==> src/rtl/quadload_pkg.sv <==
package quadload_pkg;

    typedef enum logic [2:0] {
        S_IDLE  = 3'd0,
        S_CHECK = 3'd1,
        S_READ0 = 3'd2,
        S_READ1 = 3'd3,
        S_DONE  = 3'd4
    } qstate_e;

    typedef enum logic [1:0] {
        EXC_NONE     = 2'd0,
        EXC_PRIV     = 2'd1,
        EXC_ALIGN_LE = 2'd2,
        EXC_FORM     = 2'd3
    } qexc_e;

endpackage

==> src/rtl/quadload_legal.sv <==
module quadload_legal
    import quadload_pkg::*;
#(
    parameter int REG_AW = 5
) (
    input  logic              user_i,
    input  logic              le_i,
    input  logic              feat_i,
    input  logic [REG_AW-1:0] rd_i,
    input  logic [REG_AW-1:0] ra_i,
    output qexc_e             exc_o
);

    // priority: privilege, then endianness support, then register form
    always_comb begin
        if (!feat_i && user_i) begin
            exc_o = EXC_PRIV;
        end else if (!feat_i && le_i) begin
            exc_o = EXC_ALIGN_LE;
        end else if (rd_i[0] || (rd_i == ra_i)) begin
            exc_o = EXC_FORM;
        end else begin
            exc_o = EXC_NONE;
        end
    end

endmodule

==> src/rtl/quadload_agen.sv <==
module quadload_agen #(
    parameter int XLEN   = 64,
    parameter int DISP_W = 16,
    parameter int REG_AW = 5
) (
    input  logic [REG_AW-1:0] ra_i,
    input  logic [XLEN-1:0]   base_i,
    input  logic [DISP_W-1:0] disp_i,
    input  logic              beat_i,
    output logic [XLEN-1:0]   addr_o
);

    localparam int ALIGN_BITS = 4;
    localparam int BEAT_BYTES = XLEN / 8;

    logic [XLEN-1:0] base_eff;
    logic [XLEN-1:0] disp_ext;
    logic [XLEN-1:0] ea;

    always_comb begin
        base_eff = (ra_i == '0) ? '0 : base_i;
        disp_ext = {{(XLEN-DISP_W){disp_i[DISP_W-1]}},
                    disp_i[DISP_W-1:ALIGN_BITS], {ALIGN_BITS{1'b0}}};
        ea       = base_eff + disp_ext;
        addr_o   = beat_i ? (ea + XLEN'(BEAT_BYTES)) : ea;
    end

endmodule

==> src/rtl/quadload_steer.sv <==
module quadload_steer #(
    parameter int REG_AW = 5
) (
    input  logic [REG_AW-1:0] rd_i,
    input  logic              le_i,
    input  logic              beat_i,
    output logic [REG_AW-1:0] waddr_o
);

    // lower-address beat goes to the even register unless little-endian
    always_comb begin
        waddr_o = {rd_i[REG_AW-1:1], beat_i ^ le_i};
    end

endmodule

==> src/rtl/quadload_seq.sv <==
module quadload_seq
    import quadload_pkg::*;
#(
    parameter int XLEN   = 64,
    parameter int DISP_W = 16,
    parameter int REG_AW = 5
) (
    input  logic              clk,
    input  logic              rst_n,
    input  logic              start_i,
    input  logic [REG_AW-1:0] rd_i,
    input  logic [REG_AW-1:0] ra_i,
    input  logic [XLEN-1:0]   base_i,
    input  logic [DISP_W-1:0] disp_i,
    input  logic              user_i,
    input  logic              le_i,
    input  logic              feat_i,
    output logic              mem_req_o,
    output logic [XLEN-1:0]   mem_addr_o,
    input  logic              mem_rvalid_i,
    input  logic [XLEN-1:0]   mem_rdata_i,
    output logic              rf_we_o,
    output logic [REG_AW-1:0] rf_waddr_o,
    output logic [XLEN-1:0]   rf_wdata_o,
    output logic              done_o,
    output logic [1:0]        exc_o
);

    localparam int BEAT_BYTES = XLEN / 8;

    typedef struct packed {
        qstate_e           st;
        logic [REG_AW-1:0] rd;
        logic [REG_AW-1:0] ra;
        logic [XLEN-1:0]   base;
        logic [DISP_W-1:0] disp;
        logic              user;
        logic              le;
        logic              feat;
        qexc_e             exc;
    } ctx_t;

    ctx_t  ctx_d, ctx_q;
    qexc_e chk_exc;
    logic  beat;
    logic  in_read;

    quadload_legal #(.REG_AW(REG_AW)) u_legal (
        .user_i (ctx_q.user),
        .le_i   (ctx_q.le),
        .feat_i (ctx_q.feat),
        .rd_i   (ctx_q.rd),
        .ra_i   (ctx_q.ra),
        .exc_o  (chk_exc)
    );

    quadload_agen #(.XLEN(XLEN), .DISP_W(DISP_W), .REG_AW(REG_AW)) u_agen (
        .ra_i   (ctx_q.ra),
        .base_i (ctx_q.base),
        .disp_i (ctx_q.disp),
        .beat_i (beat),
        .addr_o (mem_addr_o)
    );

    quadload_steer #(.REG_AW(REG_AW)) u_steer (
        .rd_i    (ctx_q.rd),
        .le_i    (ctx_q.le),
        .beat_i  (beat),
        .waddr_o (rf_waddr_o)
    );

    always_comb begin
        beat    = (ctx_q.st == S_READ1);
        in_read = (ctx_q.st == S_READ0) || (ctx_q.st == S_READ1);
    end

    always_comb begin
        ctx_d = ctx_q;
        unique case (ctx_q.st)
            S_IDLE: begin
                if (start_i) begin
                    ctx_d.st   = S_CHECK;
                    ctx_d.rd   = rd_i;
                    ctx_d.ra   = ra_i;
                    ctx_d.base = base_i;
                    ctx_d.disp = disp_i;
                    ctx_d.user = user_i;
                    ctx_d.le   = le_i;
                    ctx_d.feat = feat_i;
                    ctx_d.exc  = EXC_NONE;
                end
            end
            S_CHECK: begin
                ctx_d.exc = chk_exc;
                ctx_d.st  = (chk_exc != EXC_NONE) ? S_DONE : S_READ0;
            end
            S_READ0: begin
                if (mem_rvalid_i) ctx_d.st = S_READ1;
            end
            S_READ1: begin
                if (mem_rvalid_i) ctx_d.st = S_DONE;
            end
            S_DONE: begin
                ctx_d.st = S_IDLE;
            end
            default: ctx_d.st = S_IDLE;
        endcase
    end

    always_ff @(posedge clk or negedge rst_n) begin
        if (!rst_n) begin
            ctx_q <= '{st: S_IDLE, exc: EXC_NONE, default: '0};
        end else begin
            ctx_q <= ctx_d;
        end
    end

    always_comb begin
        mem_req_o  = in_read;
        rf_we_o    = in_read && mem_rvalid_i;
        rf_wdata_o = mem_rdata_i;
        done_o     = (ctx_q.st == S_DONE);
        exc_o      = done_o ? ctx_q.exc : EXC_NONE;
    end

    AST_REQ_HOLD: assert property (@(posedge clk) disable iff (!rst_n)
        (mem_req_o && !mem_rvalid_i) |=> (mem_req_o && $stable(mem_addr_o)))
        else $error("request dropped or address moved before response");

    AST_BEAT_STRIDE: assert property (@(posedge clk) disable iff (!rst_n)
        (rf_we_o && !beat) |=> (mem_req_o && mem_addr_o == $past(mem_addr_o) + XLEN'(BEAT_BYTES)))
        else $error("second read not at first address plus 8");

    AST_PAIR_TARGET: assert property (@(posedge clk) disable iff (!rst_n)
        rf_we_o |-> (rf_waddr_o[REG_AW-1:1] == ctx_q.rd[REG_AW-1:1]))
        else $error("write left the destination pair");

    AST_DONE_PULSE: assert property (@(posedge clk) disable iff (!rst_n)
        done_o |=> !done_o)
        else $error("done lasted more than one cycle");

    AST_EXC_NO_ACCESS: assert property (@(posedge clk) disable iff (!rst_n)
        (ctx_q.st == S_CHECK && chk_exc != EXC_NONE) |=> (!mem_req_o && done_o))
        else $error("memory touched after an exception");

endmodule

==> config.mk <==
export PLATFORM = sky130hd
export DESIGN_NAME = quadload_seq
export DESIGN_NICKNAME = d
export VERILOG_FILES = /design/src/rtl/quadload_pkg.sv /design/src/rtl/quadload_legal.sv /design/src/rtl/quadload_agen.sv /design/src/rtl/quadload_steer.sv /design/src/rtl/quadload_seq.sv
export SDC_FILE = /design/constraint.sdc
export NUM_CORES = 1
export LEC_CHECK = 0
export ABC_AREA = 1
export BUFFER_PORTS_ARGS = -buffer_cell sky130_fd_sc_hd__buf_2
export CAP_MARGIN = 20
export CORE_MARGIN = 5
export CORE_UTILIZATION = 30
export CTS_CLUSTER_SIZE = 24
export DETAILED_ROUTE_END_ITERATION = 12
export SKIP_LAST_GASP = 1
export SLEW_MARGIN = 20
export SYNTH_ARGS = -nofsm -noshare
export SYNTH_HDL_FRONTEND = slang
export SYNTH_HIERARCHICAL = 1
export SYNTH_SLANG_ARGS = --single-unit
==> constraint.sdc <==
create_clock -name clk -period 6.45 [get_ports clk]
set_input_delay 0.645 -clock clk [delete_from_list [all_inputs] [get_ports clk]]
set_output_delay 0.645 -clock clk [all_outputs]
set_load 0.01 [all_outputs]
# After elaboration in Yosys (flattened, before gate mapping)
# Cells that the tools add are included.
[word_totals]
regBits = 98
latchBits = 0
mem_bits_rw = 0
rom_bits = 0
in_bits = 161
output_inout_bits = 138
wordCells = 45
n_memories = 0
[classes]
addsub = 2
n_mul = 0
n_div = 0
magnitude_cmp = 0
eq_ne = 8
shifts = 0
muxes = 12
bitwise = 1
n_reduce_logical = 13
[ops]
columns = ["operator", "count"]
rows = [
  ["$mux W64", 2],
  ["$mux W98", 1],
  ["$add A64 B4 Y64 const B", 1],
  ["$add A64 B64 Y64", 1],
  ["$pmux W3 S4", 1],
  ["$mux W3", 3],
  ["$mux W2", 4],
  ["$eq A3 B2 Y1 const B", 2],
  ["$ne A2 B2 Y1 const B", 3],
  ["$eq A5 B5 Y1", 1],
  ["$logic_not A5 Y1", 1],
  ["$pmux W2 S2", 1],
  ["$reduce_and A2 Y1", 2],
  ["$reduce_bool A2 Y1", 2],
  ["$eq A3 B1 Y1 const B", 1],
  ["$eq A3 B3 Y1 const B", 1],
  ["$logic_and A1 B1 Y1", 3],
  ["$logic_not A3 Y1", 1],
  ["$reduce_and A3 Y1", 1],
  ["$logic_or A1 B1 Y1", 2],
  ["$logic_not A1 Y1", 1],
  ["$xor A1 B1 Y1", 1],
]

# Longest topological paths before layout
[depth]
word_depth = 8
depth_mapped = 28

# Modules after synthesis
# Netlist, hierarchy kept.
[modules_own_cells]
columns = ["mod", "instances", "cells_per_inst", "area_each_um2", "seq_area_each_um2"]
rows = [
  ["quadload_agen", 1, 1814, 8142.8, 0.0],
  ["quadload_seq", 1, 501, 4619.4, 2452.4],
  ["quadload_legal", 1, 25, 110.1, 0.0],
  ["quadload_steer", 1, 9, 48.8, 0.0],
]

# Least setup slack after synthesis
# No wires, ideal clock.
[synth_path]
kind = "register -> output"
from = "register ctx_q[89] in the netlist's numbering"
to = "output mem_addr_o[53]"
arrival_ns = 3.348
required_time_ns = 5.805
setup_slack_ns = 2.457
path_stages_with_launch = 24
n_path_buf = 1
path_cell_list = "dfrtp_1 > nor3_1 > nand2_2 > clkbuf_1 > nand2_1 > inv_1 > ha_1 > fa_1 > nand3_1 > nand3_1 > nand2_1 > nand2_1 > nand2_1 > nand2_1 > nor2_1 > inv_1 > nor2_1 > nand2_1 > nor2_1 > nand2_1 > nor2_2 > nand2_1 > nor2_1 > xor2_1"
[synth_via]
elab_chain_cells = 5
[synth_rtl]
columns = ["item", "line", "source"]
rows = [
  ["start: declaration", "quadload_seq.sv:43", "ctx_t ctx_d, ctx_q;"],
  ["start signal: assignment", "quadload_seq.sv:114", "ctx_q <= ctx_d;"],
  ["$logic_not A5 Y1 (*)", "quadload_agen.sv:21", "base_eff = (ra_i == '0) ? '0 : base_i;"],
  ["$mux W64 (*)", "quadload_agen.sv:21", ""],
  ["$add A64 B64 Y64 (*)", "quadload_agen.sv:24", "ea = base_eff + disp_ext;"],
  ["$add A64 B4 Y64", "quadload_agen.sv:25", "addr_o = beat_i ? (ea + XLEN'(BEAT_BYTES)) : ea;"],
  ["$mux W64 (*)", "quadload_agen.sv:25", ""],
  ["end: declaration", "quadload_seq.sv:19", "output logic [XLEN-1:0] mem_addr_o,"],
]
# Every way passes the cells marked *; elsewhere a longest branch is shown, timed or not.

# Worst setup path after layout
[layout_path]
from = "register ctx_q[89] in the netlist's numbering"
to = "output mem_addr_o[62]"
# Same word-level chain as after synthesis.

==> impl_metrics.tcl <==
set metrics [dict create \
    max_cap_violations 0 \
    cts_resized 0 \
    tns_ns 0 \
    regMostFlops "ctx_q" \
    gp_congestion 0.949 \
    startpoint_type "flop" \
    vias_per_cell 4.46 \
    largest_reg_flops 94 \
    grt_pass1_vias 12900 \
    report.final.slew_viol_count 0 \
    ctsRootBufferMaster "clkbuf_16" \
    cp_slowest_cell "nand2_2" \
    r2r_setup_slack_ns 4.06 \
    hold_class "in2async" \
    drive_gt1_share_pct 11.3 \
    dp_slack_ns 1.25 \
    drtAntennaViolNets 0 \
    use_met1_pct 24.5 \
    start_util_pct 30.4 \
    critPathMaxFanout 40 \
    path_cells "nor3_1, nand2_2, buf_4, nand2_1, inv_1, ha_1, nand2_1, inv_1, nand2_1, nor3_1, nand2_1, nor2_1, nand2_1, nand4_1, nand2_1, nor2_1, nand2_1, nor2_1, inv_1, nor2_1, nand2_1, nand2_1, nand2_1, buf_2" \
    skew_ns 0.0103 \
    gr-total-overflow 0 \
    reg_top3 "ctx_q: 94 flops" \
    period_share_pct 85.9 \
    rsz0062_at_grt "false" \
    grtUsageMet3_pct 2.44 \
    met2_usage_pct 29.4 \
    crit_family "simple AND/OR/NAND/NOR gates" \
    die_x_um 216 \
    grt_most_used_layer "met2" \
    synthCells 2333 \
    post-route-min-period_ns 5.54 \
    clock.fmax_ghz 0.180 \
    syn-num-nets 2555 \
    wl_um 42200 \
    io_buffers 166 \
    die_h_um 216 \
    setup_viol 0 \
    slew_headroom_pct 41.3 \
    timing.hold.ws_ns 0.270 \
    dpl.hpwl_um 37200 \
    cts.clk_slew.worst_paths_ns 0.07 \
    grt_pass1_wl_um 68000 \
    required_ns 5.80 \
    dr_total_vias 13200 \
    post_cts_buffers 0 \
    nNetsFinal 2643 \
    cts_buffers 9 \
    worstPathArrival_ns 4.90 \
    dr.first_iter.drc_count 688 \
    ys_warn_count 6 \
    worstReg2RegStart "ctx_q[95]" \
    die-area_um2 46800 \
    crit_top_cell "nand2_1" \
    drt_first_pass_iters 6 \
    antenna_found_initial 3 \
    path_class "reg2out" \
    cts_sinks 94 \
    rows 75 \
    clkLatencyLatePin_ns 0.36 \
    drc 0 \
    diodes 0 \
    wl_per_cell_um 14.2 \
    cts_tree "done" \
    r2r-end "ctx_q[70]" \
    htreeDepth 3 \
    syn_area_um2 12800 \
    hold_violations 0 \
    synth.avg_cell_area_um2 5.47 \
    worst_pin_slew_ns 0.881 \
    path_buf_inv 5 \
    status "finished clean" \
    grt_max_degree 102 \
    coreArea_um2 42000 \
    fin_ws_ns 0.908 \
    reg2regPathDepth 6 \
    hold_buffers 0 \
    ios 299 \
    cpPeakStageDelay_ns 0.48 \
    area.growth.synth_to_final_pct 8.88 \
    clockBufferDepth 2 \
    track_usage_pct 18.0 \
    end_kind "primary output" \
]
cells in the final DEF (no fill, tap or decap), types with 26 or more instances in the layout:
cell,instances
a21oi_1,58
buf_2,165
dfrtp_1,94
ha_1,60
inv_1,528
nand2_1,919
nand3_1,115
nand4_1,28
nor2_1,193
o21ai_0,40
o21ai_1,26
o21ai_2,41
xor2_1,40
area by class of cell:
type | count | area (µm²)
Clock buffer | 9 | 225
Inverter | 532 | 2000
Timing Repair Buffer | 171 | 891
Sequential cell | 94 | 2350
Fill cell | 4895 | 28100
Clock inverter | 7 | 63.8
Multi-Input combinational cell | 1613 | 7700
Tap cell | 539 | 674
routing by layer:
metal  vias to the layer above  wire length (µm)
met1                      5824             20500
met5                         -                33
met2                       237             18600
met3                        93              1760
li1                       7071                 -
met4                         6              1350
metrics by stage:
stage                     cell area, µm²  util [%]  instances
after floorplan                    12800         -       2333
after global placement             13600      32.3       2948
after detailed placement           13600      32.3       2948
after CTS                          13900      33.0       2964
after global routing               13900      33.1       2965
final                              13900      33.1       2965
how the worst max path moves through the flow:
| stage | startpoint | to | cells after the start | slack [ns] |
|---|---|---|---|---|
| after floorplan | ctx_q[89] | mem_addr_o[53] | 23 | 2.46 |
| after global placement | ctx_q[89] | mem_addr_o[62] | 24 | 1.29 |
| after detailed placement | ctx_q[89] | mem_addr_o[61] | 25 | 1.25 |
| after CTS | ctx_q[89] | mem_addr_o[61] | 25 | 0.82 |
| after global routing | ctx_q[89] | mem_addr_o[62] | 25 | 0.38 |
| final | ctx_q[89] | mem_addr_o[62] | 24 | 0.91 |
Power is left out: the tool's default activity adds up to more than one toggle a clock period on the data nets, which glitch-free logic cannot reach.
